`config.mk`:
```
export PLATFORM = sky130hd
export DESIGN_NAME = evt_stamp_timer
export DESIGN_NICKNAME = d
export VERILOG_FILES = /design/src/rtl/evt_stamp_timer_pkg.sv /design/src/rtl/est_prescaler.sv /design/src/rtl/est_counter.sv /design/src/rtl/est_capture.sv /design/src/rtl/est_regs.sv /design/src/rtl/evt_stamp_timer.sv
export SDC_FILE = /design/constraint.sdc
export NUM_CORES = 1
export LEC_CHECK = 0
export ABC_CLOCK_PERIOD_IN_PS = 1900
export BUFFER_PORTS_ARGS = -buffer_cell sky130_fd_sc_hd__buf_2
export CORE_ASPECT_RATIO = 1.1
export CORE_UTILIZATION = 45
export CTS_CLUSTER_DIAMETER = 40
export DETAILED_ROUTE_END_ITERATION = 10
export PLACE_DENSITY = 0.69
export SETUP_SLACK_MARGIN = 0.1
export SLEW_MARGIN = 25
export SYNTH_ARGS = -nofsm -noshare
export SYNTH_HDL_FRONTEND = slang
export SYNTH_HIERARCHICAL = 1
export SYNTH_SLANG_ARGS = --single-unit
```
`constraint.sdc`:
```
create_clock -name clk -period 1.9 [get_ports clk]
set_input_delay 0.095 -clock clk [delete_from_list [all_inputs] [get_ports clk]]
set_output_delay 0.095 -clock clk [all_outputs]
set_load 0.005 [all_outputs]
```
`src/rtl/evt_stamp_timer_pkg.sv`:
```
// Package: shared offsets, field positions and edge-mode encoding for the
// event timestamp timer. Assumes an 8-bit offset space and 16-bit data.
package evt_stamp_timer_pkg;

    localparam int ADDR_W = 8;
    localparam int DATA_W = 16;

    localparam logic [ADDR_W-1:0] OFS_COUNT = 8'h04;
    localparam logic [ADDR_W-1:0] OFS_RUN   = 8'h06;
    localparam logic [ADDR_W-1:0] OFS_MODE  = 8'h0D;
    localparam logic [ADDR_W-1:0] OFS_FLAGS = 8'h0E;
    localparam logic [ADDR_W-1:0] OFS_CAPT  = 8'h10;

    localparam int RUN_EN_BIT  = 7;
    localparam int EDGE_LSB    = 4;
    localparam int FLAG_OVF    = 0;
    localparam int FLAG_CAP    = 1;

    typedef enum logic [1:0] {
        EDGE_OFF  = 2'b00,
        EDGE_RISE = 2'b01,
        EDGE_FALL = 2'b10,
        EDGE_ANY  = 2'b11
    } edge_mode_e;

endpackage

```
`src/rtl/est_prescaler.sv`:
```
// Power-of-two tick divider. A free-running divider of (2^CODE_W - 1) bits
// advances on every enabled clock. The tick is high when the low k bits are
// all ones, where k is the active code. A requested code is copied into the
// active code only when the divider is all ones. All ratios share that
// boundary, so a change never shortens or repeats a tick period.
// Assumes run_en is synchronous to clk.
module est_prescaler #(
    parameter int CODE_W = 3,
    localparam int DIV_W = (1 << CODE_W) - 1
) (
    input  logic              clk,
    input  logic              rst_n,
    input  logic              run_en,
    input  logic [CODE_W-1:0] code_req,
    output logic              tick
);

    logic [DIV_W-1:0]  div_q;
    logic [CODE_W-1:0] code_act;
    logic [DIV_W-1:0]  mask;

    // Mask with the low code_act bits set, one comparator per bit.
    for (genvar gi = 0; gi < DIV_W; gi++) begin : g_mask
        assign mask[gi] = (CODE_W'(gi) < code_act);
    end

    // Tick when the selected low divider bits are all ones.
    always_comb tick = run_en && ((div_q & mask) == mask);

    // Advance the divider and pick up the new code at rollover.
    always_ff @(posedge clk) begin
        if (!rst_n) begin
            div_q    <= '0;
            code_act <= '0;
        end else if (run_en) begin
            div_q <= div_q + 1'b1;
            if (&div_q) code_act <= code_req;
        end
    end

endmodule

```
`src/rtl/est_counter.sv`:
```
// Time-base counter with a wrap flag. It adds one on every tick and wraps
// naturally. The flag is set on the wrapping tick and cleared by a one-cycle
// clear pulse. Setting has priority over clearing.
// Assumes tick is already gated by the enable.
module est_counter #(
    parameter int CNT_W = 16
) (
    input  logic             clk,
    input  logic             rst_n,
    input  logic             tick,
    input  logic             ovf_clr,
    output logic [CNT_W-1:0] count,
    output logic             ovf_flag
);

    logic wrap;

    // The wrap happens on a tick taken while the count is all ones.
    always_comb wrap = tick && (&count);

    // Count ticks.
    always_ff @(posedge clk) begin
        if (!rst_n)    count <= '0;
        else if (tick) count <= count + 1'b1;
    end

    // Overflow flag: set wins over a clear in the same cycle.
    always_ff @(posedge clk) begin
        if (!rst_n)       ovf_flag <= 1'b0;
        else if (wrap)    ovf_flag <= 1'b1;
        else if (ovf_clr) ovf_flag <= 1'b0;
    end

endmodule

```
`src/rtl/est_capture.sv`:
```
// Single input-capture channel. The pin is resynchronized by SYNC_STAGES
// flops, and edges are detected against one more delayed copy. A qualifying
// edge latches the count and sets a flag. Setting beats a same-cycle clear.
// Assumes cap_pin may change at any time relative to clk.
module est_capture
    import evt_stamp_timer_pkg::*;
#(
    parameter int CNT_W       = 16,
    parameter int SYNC_STAGES = 2
) (
    input  logic             clk,
    input  logic             rst_n,
    input  logic             cap_pin,
    input  edge_mode_e       edge_sel,
    input  logic [CNT_W-1:0] count,
    input  logic             cap_clr,
    output logic [CNT_W-1:0] cap_val,
    output logic             cap_flag
);

    logic [SYNC_STAGES-1:0] sync_q;
    logic                   prev_q;
    logic                   rise, fall, hit;
    logic                   pin_s;

    always_comb pin_s = sync_q[SYNC_STAGES-1];

    // Synchronizer chain plus the delayed copy used for edge detection.
    always_ff @(posedge clk) begin
        if (!rst_n) begin
            sync_q <= '0;
            prev_q <= 1'b0;
        end else begin
            sync_q <= {sync_q[SYNC_STAGES-2:0], cap_pin};
            prev_q <= pin_s;
        end
    end

    // Classify the edge and decide whether the selected mode takes it.
    always_comb begin
        rise = pin_s && !prev_q;
        fall = !pin_s && prev_q;
        unique case (edge_sel)
            EDGE_RISE: hit = rise;
            EDGE_FALL: hit = fall;
            EDGE_ANY:  hit = rise || fall;
            default:   hit = 1'b0;
        endcase
    end

    // Latch the count on a hit.
    always_ff @(posedge clk) begin
        if (!rst_n)   cap_val <= '0;
        else if (hit) cap_val <= count;
    end

    // Capture flag: set wins over a clear in the same cycle.
    always_ff @(posedge clk) begin
        if (!rst_n)       cap_flag <= 1'b0;
        else if (hit)     cap_flag <= 1'b1;
        else if (cap_clr) cap_flag <= 1'b0;
    end

endmodule

```
`src/rtl/est_regs.sv`:
```
// Register port: holds the run-enable bit, the divide code and the edge mode.
// It turns write-one-to-clear accesses into clear pulses and muxes the read
// data. Reads are combinational and have no side effects. Undefined bits and
// offsets read as zero.
module est_regs
    import evt_stamp_timer_pkg::*;
#(
    parameter int CODE_W = 3,
    parameter int CNT_W  = 16
) (
    input  logic              clk,
    input  logic              rst_n,
    input  logic [ADDR_W-1:0] bus_addr,
    input  logic              bus_wr,
    input  logic [DATA_W-1:0] bus_wdata,
    output logic [DATA_W-1:0] bus_rdata,
    input  logic [CNT_W-1:0]  count,
    input  logic [CNT_W-1:0]  cap_val,
    input  logic              ovf_flag,
    input  logic              cap_flag,
    output logic              run_en,
    output logic [CODE_W-1:0] code_req,
    output edge_mode_e        edge_sel,
    output logic              ovf_clr,
    output logic              cap_clr
);

    logic wr_run, wr_mode, wr_flags;

    // Decode the write strobes.
    always_comb begin
        wr_run   = bus_wr && (bus_addr == OFS_RUN);
        wr_mode  = bus_wr && (bus_addr == OFS_MODE);
        wr_flags = bus_wr && (bus_addr == OFS_FLAGS);
        ovf_clr  = wr_flags && bus_wdata[FLAG_OVF];
        cap_clr  = wr_flags && bus_wdata[FLAG_CAP];
    end

    // Control register storage.
    always_ff @(posedge clk) begin
        if (!rst_n) begin
            run_en   <= 1'b0;
            code_req <= '0;
            edge_sel <= EDGE_OFF;
        end else begin
            if (wr_run) run_en <= bus_wdata[RUN_EN_BIT];
            if (wr_mode) begin
                code_req <= bus_wdata[CODE_W-1:0];
                edge_sel <= edge_mode_e'(bus_wdata[EDGE_LSB+1:EDGE_LSB]);
            end
        end
    end

    // Read multiplexer.
    always_comb begin
        bus_rdata = '0;
        unique case (bus_addr)
            OFS_COUNT: bus_rdata = DATA_W'(count);
            OFS_RUN:   bus_rdata[RUN_EN_BIT] = run_en;
            OFS_MODE: begin
                bus_rdata[CODE_W-1:0]            = code_req;
                bus_rdata[EDGE_LSB+1:EDGE_LSB]   = edge_sel;
            end
            OFS_FLAGS: begin
                bus_rdata[FLAG_OVF] = ovf_flag;
                bus_rdata[FLAG_CAP] = cap_flag;
            end
            OFS_CAPT:  bus_rdata = DATA_W'(cap_val);
            default:   bus_rdata = '0;
        endcase
    end

endmodule

```
`src/rtl/evt_stamp_timer.sv`:
```
// Top level of the prescaled event timestamp timer. It connects the register
// port, the tick divider, the time-base counter and the capture channel.
// Assumes a single clock domain except for cap_pin.
module evt_stamp_timer
    import evt_stamp_timer_pkg::*;
#(
    parameter int CODE_W      = 3,
    parameter int CNT_W       = 16,
    parameter int SYNC_STAGES = 2
) (
    input  logic              clk,
    input  logic              rst_n,
    input  logic [ADDR_W-1:0] bus_addr,
    input  logic              bus_wr,
    input  logic [DATA_W-1:0] bus_wdata,
    output logic [DATA_W-1:0] bus_rdata,
    input  logic              cap_pin
);

    logic              run_en;
    logic [CODE_W-1:0] code_req;
    edge_mode_e        edge_sel;
    logic              ovf_clr, cap_clr;
    logic              tick;
    logic [CNT_W-1:0]  count;
    logic              ovf_flag;
    logic [CNT_W-1:0]  cap_val;
    logic              cap_flag;

    est_regs #(.CODE_W(CODE_W), .CNT_W(CNT_W)) u_regs (
        .clk      (clk),
        .rst_n    (rst_n),
        .bus_addr (bus_addr),
        .bus_wr   (bus_wr),
        .bus_wdata(bus_wdata),
        .bus_rdata(bus_rdata),
        .count    (count),
        .cap_val  (cap_val),
        .ovf_flag (ovf_flag),
        .cap_flag (cap_flag),
        .run_en   (run_en),
        .code_req (code_req),
        .edge_sel (edge_sel),
        .ovf_clr  (ovf_clr),
        .cap_clr  (cap_clr)
    );

    est_prescaler #(.CODE_W(CODE_W)) u_div (
        .clk     (clk),
        .rst_n   (rst_n),
        .run_en  (run_en),
        .code_req(code_req),
        .tick    (tick)
    );

    est_counter #(.CNT_W(CNT_W)) u_cnt (
        .clk     (clk),
        .rst_n   (rst_n),
        .tick    (tick),
        .ovf_clr (ovf_clr),
        .count   (count),
        .ovf_flag(ovf_flag)
    );

    est_capture #(.CNT_W(CNT_W), .SYNC_STAGES(SYNC_STAGES)) u_cap (
        .clk     (clk),
        .rst_n   (rst_n),
        .cap_pin (cap_pin),
        .edge_sel(edge_sel),
        .count   (count),
        .cap_clr (cap_clr),
        .cap_val (cap_val),
        .cap_flag(cap_flag)
    );

endmodule

```
* Word-level counts from Yosys, hierarchy flattened
Index checks and enable logic that the tools add are counted.
Word-level totals: register bits 53, input port bits 28, output and inout bits 16, word-level logic and storage cells 58
Operators by class: add/sub/neg operators 2, order comparisons 7, equality and inequality tests 9, multiplexer cells 12, bitwise gates (word level) 1, reduce and logical (&&, ||, !) cells 16
Operators with widths (number):
- $add A16 B1 Y16 const B | 1
- $eq A8 B3 Y1 const B | 2
- $eq A8 B4 Y1 const B | 2
- $pmux W8 S2 | 1
- $reduce_and A16 Y1 | 1
- $logic_and A1 B1 Y1 | 9
- $lt A3 B3 Y1 const A | 3
- $pmux W1 S3 | 3
- $eq A8 B5 Y1 const B | 1
- $pmux W2 S4 | 1
- $reduce_and A8 Y1 | 1
- $add A7 B1 Y7 const B | 1
- $and A7 B7 Y7 | 1
- $eq A7 B7 Y1 | 1
- $lt A1 B3 Y1 const A | 2
- $lt A2 B3 Y1 const A | 2
- $pmux W2 S3 | 1
- $eq A2 B2 Y1 const B | 2
- $mux W1 | 4
- $pmux W1 S2 | 2
- $reduce_bool A2 Y1 | 2
- $eq A2 B1 Y1 const B | 1
- $logic_not A1 Y1 | 2
- $logic_or A1 B1 Y1 | 1

* Logic depth before layout (Yosys ltp)
depth in word-level cells 6, mapped depth 8, gate-level depth less buffers 7

* By module
Netlist, hierarchy kept.
Modules (own cells, without submodules):
- est_counter | instances 1, cells each 89, area each 843.3 µm², sequential area each 340.3 µm²
- est_capture | instances 1, cells each 58, area each 684.4 µm², sequential area each 400.4 µm²
- est_regs | instances 1, cells each 76, area each 645.6 µm², sequential area each 120.1 µm²
- est_prescaler | instances 1, cells each 51, area each 486.7 µm², sequential area each 200.2 µm²

* Least setup slack after synthesis
OpenSTA, ideal clock, no wires.
path kind register -> register, start register u_div.div_q[0], end register u_cnt.count[12], setup time 115 ps, arrival time 1839 ps, required time 1785 ps, setup slack -53 ps, cell stages (with the launch flop) 8, buffers on the path 1, period minus slack after synthesis 1953 ps, path through dfxtp_1 -> nand4_2 -> a21o_2 -> a221oi_1 -> buf_2 -> nand4_2 -> o31a_1 -> o21a_1
Between the ends: cells in the longest elaborated chain, start to end 3
RTL lines:
- from (decl) | RTL line est_prescaler.sv:18 | logic [DIV_W-1:0] div_q;
- from (signal assigned) | RTL line est_prescaler.sv:36 | div_q <= div_q + 1'b1;
- $and A7 B7 Y7 | RTL line est_prescaler.sv:28 | always_comb tick = run_en && ((div_q & mask) == mask);
- $eq A7 B7 Y1 | RTL line est_prescaler.sv:28
- $logic_and A1 B1 Y1 | RTL line est_prescaler.sv:28
- named net tick | RTL line evt_stamp_timer.sv:24 | logic tick;
- to (signal assigned) | RTL line est_counter.sv:24 | else if (tick) count <= count + 1'b1;
- to (decl) | RTL line est_counter.sv:12 | output logic [CNT_W-1:0] count,
The timed path passes the listed nets, and every way through them passes these cells. A chain may end at the register's enable or synchronous reset.

* Final worst setup path
start register u_div.div_q[4], end register u_cnt.count[7]
The elaborated chain is that of the path after synthesis.

==> flow_metrics.env <==
export IMPL_outcome="finished, final reports clean"
export IMPL_die_height_um=82.6
export IMPL_tightest_slew_ns=0.529
export IMPL_grt_start_max_net_pins=27
export IMPL_switchingPower_w=0.000449
export IMPL_post_synth_inst_count=274
export IMPL_numClockSinks=53
export IMPL_synth_edf_count=0
export IMPL_synth_async_sr_flop_share_pct=0
export IMPL_postRouteWirelength_mm=5.63
export IMPL_gp_routability_congestion=0.740
export IMPL_grt_first_pass_wirelength_mm=8.81
export IMPL_core_region_area_mm2=0.00573
export IMPL_final_critical_path_time_including_i_o_delays_and_setup_ns=1.83
export IMPL_ir_drop_mv=0.417
export IMPL_synthesis_yosys_warnings=6
export IMPL_layoutNonFillerInstCount=400
export IMPL_relSlewSlack_pct=64.6
export IMPL_floorplan_die_area_mm2=0.00622
export IMPL_row_count=29
export IMPL_grt_antenna_before_repair=0
export IMPL_share_of_cells_above_drive_strength_1_pct=31.0
export IMPL_tritoncts="yes"
export IMPL_design_power_total_w=0.00185
export IMPL_insertedDiodeCount=0
export IMPL_powerDensity_mw_per_mm2=575
export IMPL_overflow=0
export IMPL_tritoncts_num_buffers=5
export IMPL_finish_utilization_pct=56.2
export IMPL_worst_setup_hold_path_clk_slew_ns=0.11
export IMPL_holdCritPathClass="input pin to flip-flop"
export IMPL_io_buffer_count=33
export IMPL_p_leak_nw=1.29
export IMPL_groute_usage_overall_pct=18.7
export IMPL_crit_type="flip-flop to flip-flop"
export IMPL_cts_max_path_buffers=2
export IMPL_syn_num_nets=306
export IMPL_timing_final_hold_violations=0
export IMPL_first_global_vias=1929
export IMPL_slew_viol_final=0
export IMPL_ant_nets=0
export IMPL_fmax_mhz=548
export IMPL_average_detailed_routed_wire_length_per_instance_um=14.1
export IMPL_synth_cell_area_mm2=0.00266
export IMPL_timing_clock_skew_ns=0.0157
export IMPL_report_final_setup_viol=0
export IMPL_dp_cells=381
export IMPL_critical_path_startpoint_type="flip-flop"
export IMPL_detailedRoute_firstIterationViolations=119
export IMPL_initial_utilization_pct=46.4
export IMPL_clock_tree_root="sky130_fd_sc_hd__clkbuf_8"
export IMPL_hold_ws_ns=0.0135
export IMPL_power_combinational_fraction_pct=4.5
export IMPL_rsz0062_at_grt="true"
export IMPL_worst_r2r_setup_slack_ns=0.07
export IMPL_ys_dominant_reg_cell="sky130_fd_sc_hd__dfxtp_1"
export IMPL_design_portCount=44
export IMPL_remaining_drc_errors=0
export IMPL_synthDistinctLibCells=52
export IMPL_drtPass1Iterations=4
export IMPL_post_dp_hpwl_mm=3.76
export IMPL_switching_share_pct=24.2
export IMPL_critPathArrivalTime_ns=2.08
export IMPL_htree_num_levels=2
export IMPL_via_per_inst=5.58
export IMPL_crit_path_end_kind="flip-flop"
export IMPL_p_int_w=0.00140
export IMPL_critical_path_max_fanout=10
export IMPL_fp_dieW_um=75.3
export IMPL_num_vias=2232
export IMPL_synth_seq_cells=53
export IMPL_final_net_count=354
export IMPL_p_clk_share_pct=35.6
export IMPL_worst_ep_required_time_ns=2.16
export IMPL_max_cap_violations=0
export IMPL_seq_power_share_pct=59.8
export IMPL_layout_worst_path_cycle_share_pct=96.1
export IMPL_clk_latency_ns=0.32
export IMPL_area_growth_syn_to_layout_pct=21.0
export IMPL_synth_area_per_cell_um2=9.71
export IMPL_synth_seq_area_share_pct=39.9
metal layers:
| metal | track usage [%] | share of wire, % |
|---|---|---|
| met4 | 6.85 | 2.7 |
| met5 | 0 | 0 |
| met1 | 23.8 | 46 |
| met3 | 3.64 | 4.2 |
| met2 | 31.3 | 47 |
stage by stage:
stage	setup slack (ns)	TNS (ns)	area (um2)
after CTS	0.0640	0	3100
after floorplan	0.109	0	2690
after global routing	-0.0302	-0.0924	3220
after detailed placement	-0.0120	-0.0237	2950
final	0.0736	0	3220
after global placement	0.00342	0	2950
power by group through the flow:
stage / registers (W) / clock network (W) / logic (W)
4_1_cts: 0.00111 / 0.000677 / 0.0000827
3_3_place_gp: 0.00114 / 0 / 0.0000801
5_1_grt: 0.00111 / 0.000723 / 0.0000939
3_5_place_dp: 0.00114 / 0 / 0.0000809
6_report: 0.00111 / 0.000660 / 0.0000843
2_1_floorplan: 0.00114 / 0 / 0.0000470
cells in the final DEF (no fill, tap or decap), types with 6 or more instances in the layout:
cell,instances
sky130_fd_sc_hd__a221o_2,6
sky130_fd_sc_hd__nand3b_1,8
sky130_fd_sc_hd__nand2_1,30
sky130_fd_sc_hd__nand2b_1,8
sky130_fd_sc_hd__and2_1,7
sky130_fd_sc_hd__buf_4,18
sky130_fd_sc_hd__a22o_1,26
sky130_fd_sc_hd__nor2b_1,6
sky130_fd_sc_hd__nor2_1,8
sky130_fd_sc_hd__buf_2,33
sky130_fd_sc_hd__dfxtp_1,46
sky130_fd_sc_hd__mux2i_1,15
sky130_fd_sc_hd__inv_1,8
sky130_fd_sc_hd__o21ai_0,6
cells in the mapped netlist, drive strengths merged, types with 8 or more instances:
library cell	n	share of area [%]
nand2b	8	1.9
nand2	31	4.4
dfxtp	53	40
buf	9	2.7
o21ai	9	1.8
nand4	9	3.7
mux2i	15	5.6
inv	9	1.3
nand3b	8	2.3
nor4	9	3.1
nor2	8	1.1
a22o	26	8.6
critical path, cell delays in order, from the launching register on:
cell                       delay (ns)
sky130_fd_sc_hd__dfxtp_4         0.40
sky130_fd_sc_hd__o21ai_2         0.08
sky130_fd_sc_hd__a21o_1          0.17
sky130_fd_sc_hd__a221oi_2        0.24
sky130_fd_sc_hd__buf_4           0.19
sky130_fd_sc_hd__nand4_4         0.19
sky130_fd_sc_hd__or3_1           0.37
sky130_fd_sc_hd__a21oi_1         0.13
layout make-up:
cell class / count / area [um2]
well taps: 77 / 96.3
flip-flops and latches: 53 / 1080
repair buffers: 54 / 342
inverters: 10 / 37.5
clock inverters: 3 / 21.3
multi-input cells: 198 / 1570
fillers: 547 / 2510
clock buffers: 5 / 68.8
state kept, by name (all words and copies together), names as in the netlist, 2 cells and up:
signal           count
u_cap/sync_q         2
u_regs/code_req      3
u_regs/edge_sel      2
u_cnt/count         16
u_cap/cap_val       16
u_div/code_act       3
u_div/div_q          7
logic make-up after synthesis:
logic type,Yosys count,synth area share [%]
mux,15,5.64
buf+inv,23,4.70
simple gates,107,25.8
compound gates,64,19.4
flops,53,39.9
xor+xnor,8,2.63
fa+ha+maj,4,1.88
what timing repair did:
item,CTS,global route
pin swaps,2,10
endpoints found under the hold margin,1,0
cloned,0,0
gates resized for setup,2,19
buffers inserted,5,5
endpoints found under the setup margin,11,17
hold buffers,1,0
final timing paths:
kind              cells past startpoint                               to                         from
hold / removal                        3  u_regs/edge_sel[1]$_SDFFE_PN0P_                 bus_wdata[5]
setup / recovery                      7      u_cnt/count[7]$_SDFFE_PN0P_  u_div/div_q[4]$_SDFFE_PN0P_
setup reg to reg                      7      u_cnt/count[7]$_SDFFE_PN0P_  u_div/div_q[4]$_SDFFE_PN0P_
hold reg to reg                       1       u_cap/sync_q[1]$_SDFF_PN0_   u_cap/sync_q[0]$_SDFF_PN0_
No activity file was read; power rests on OpenSTA's default activity.
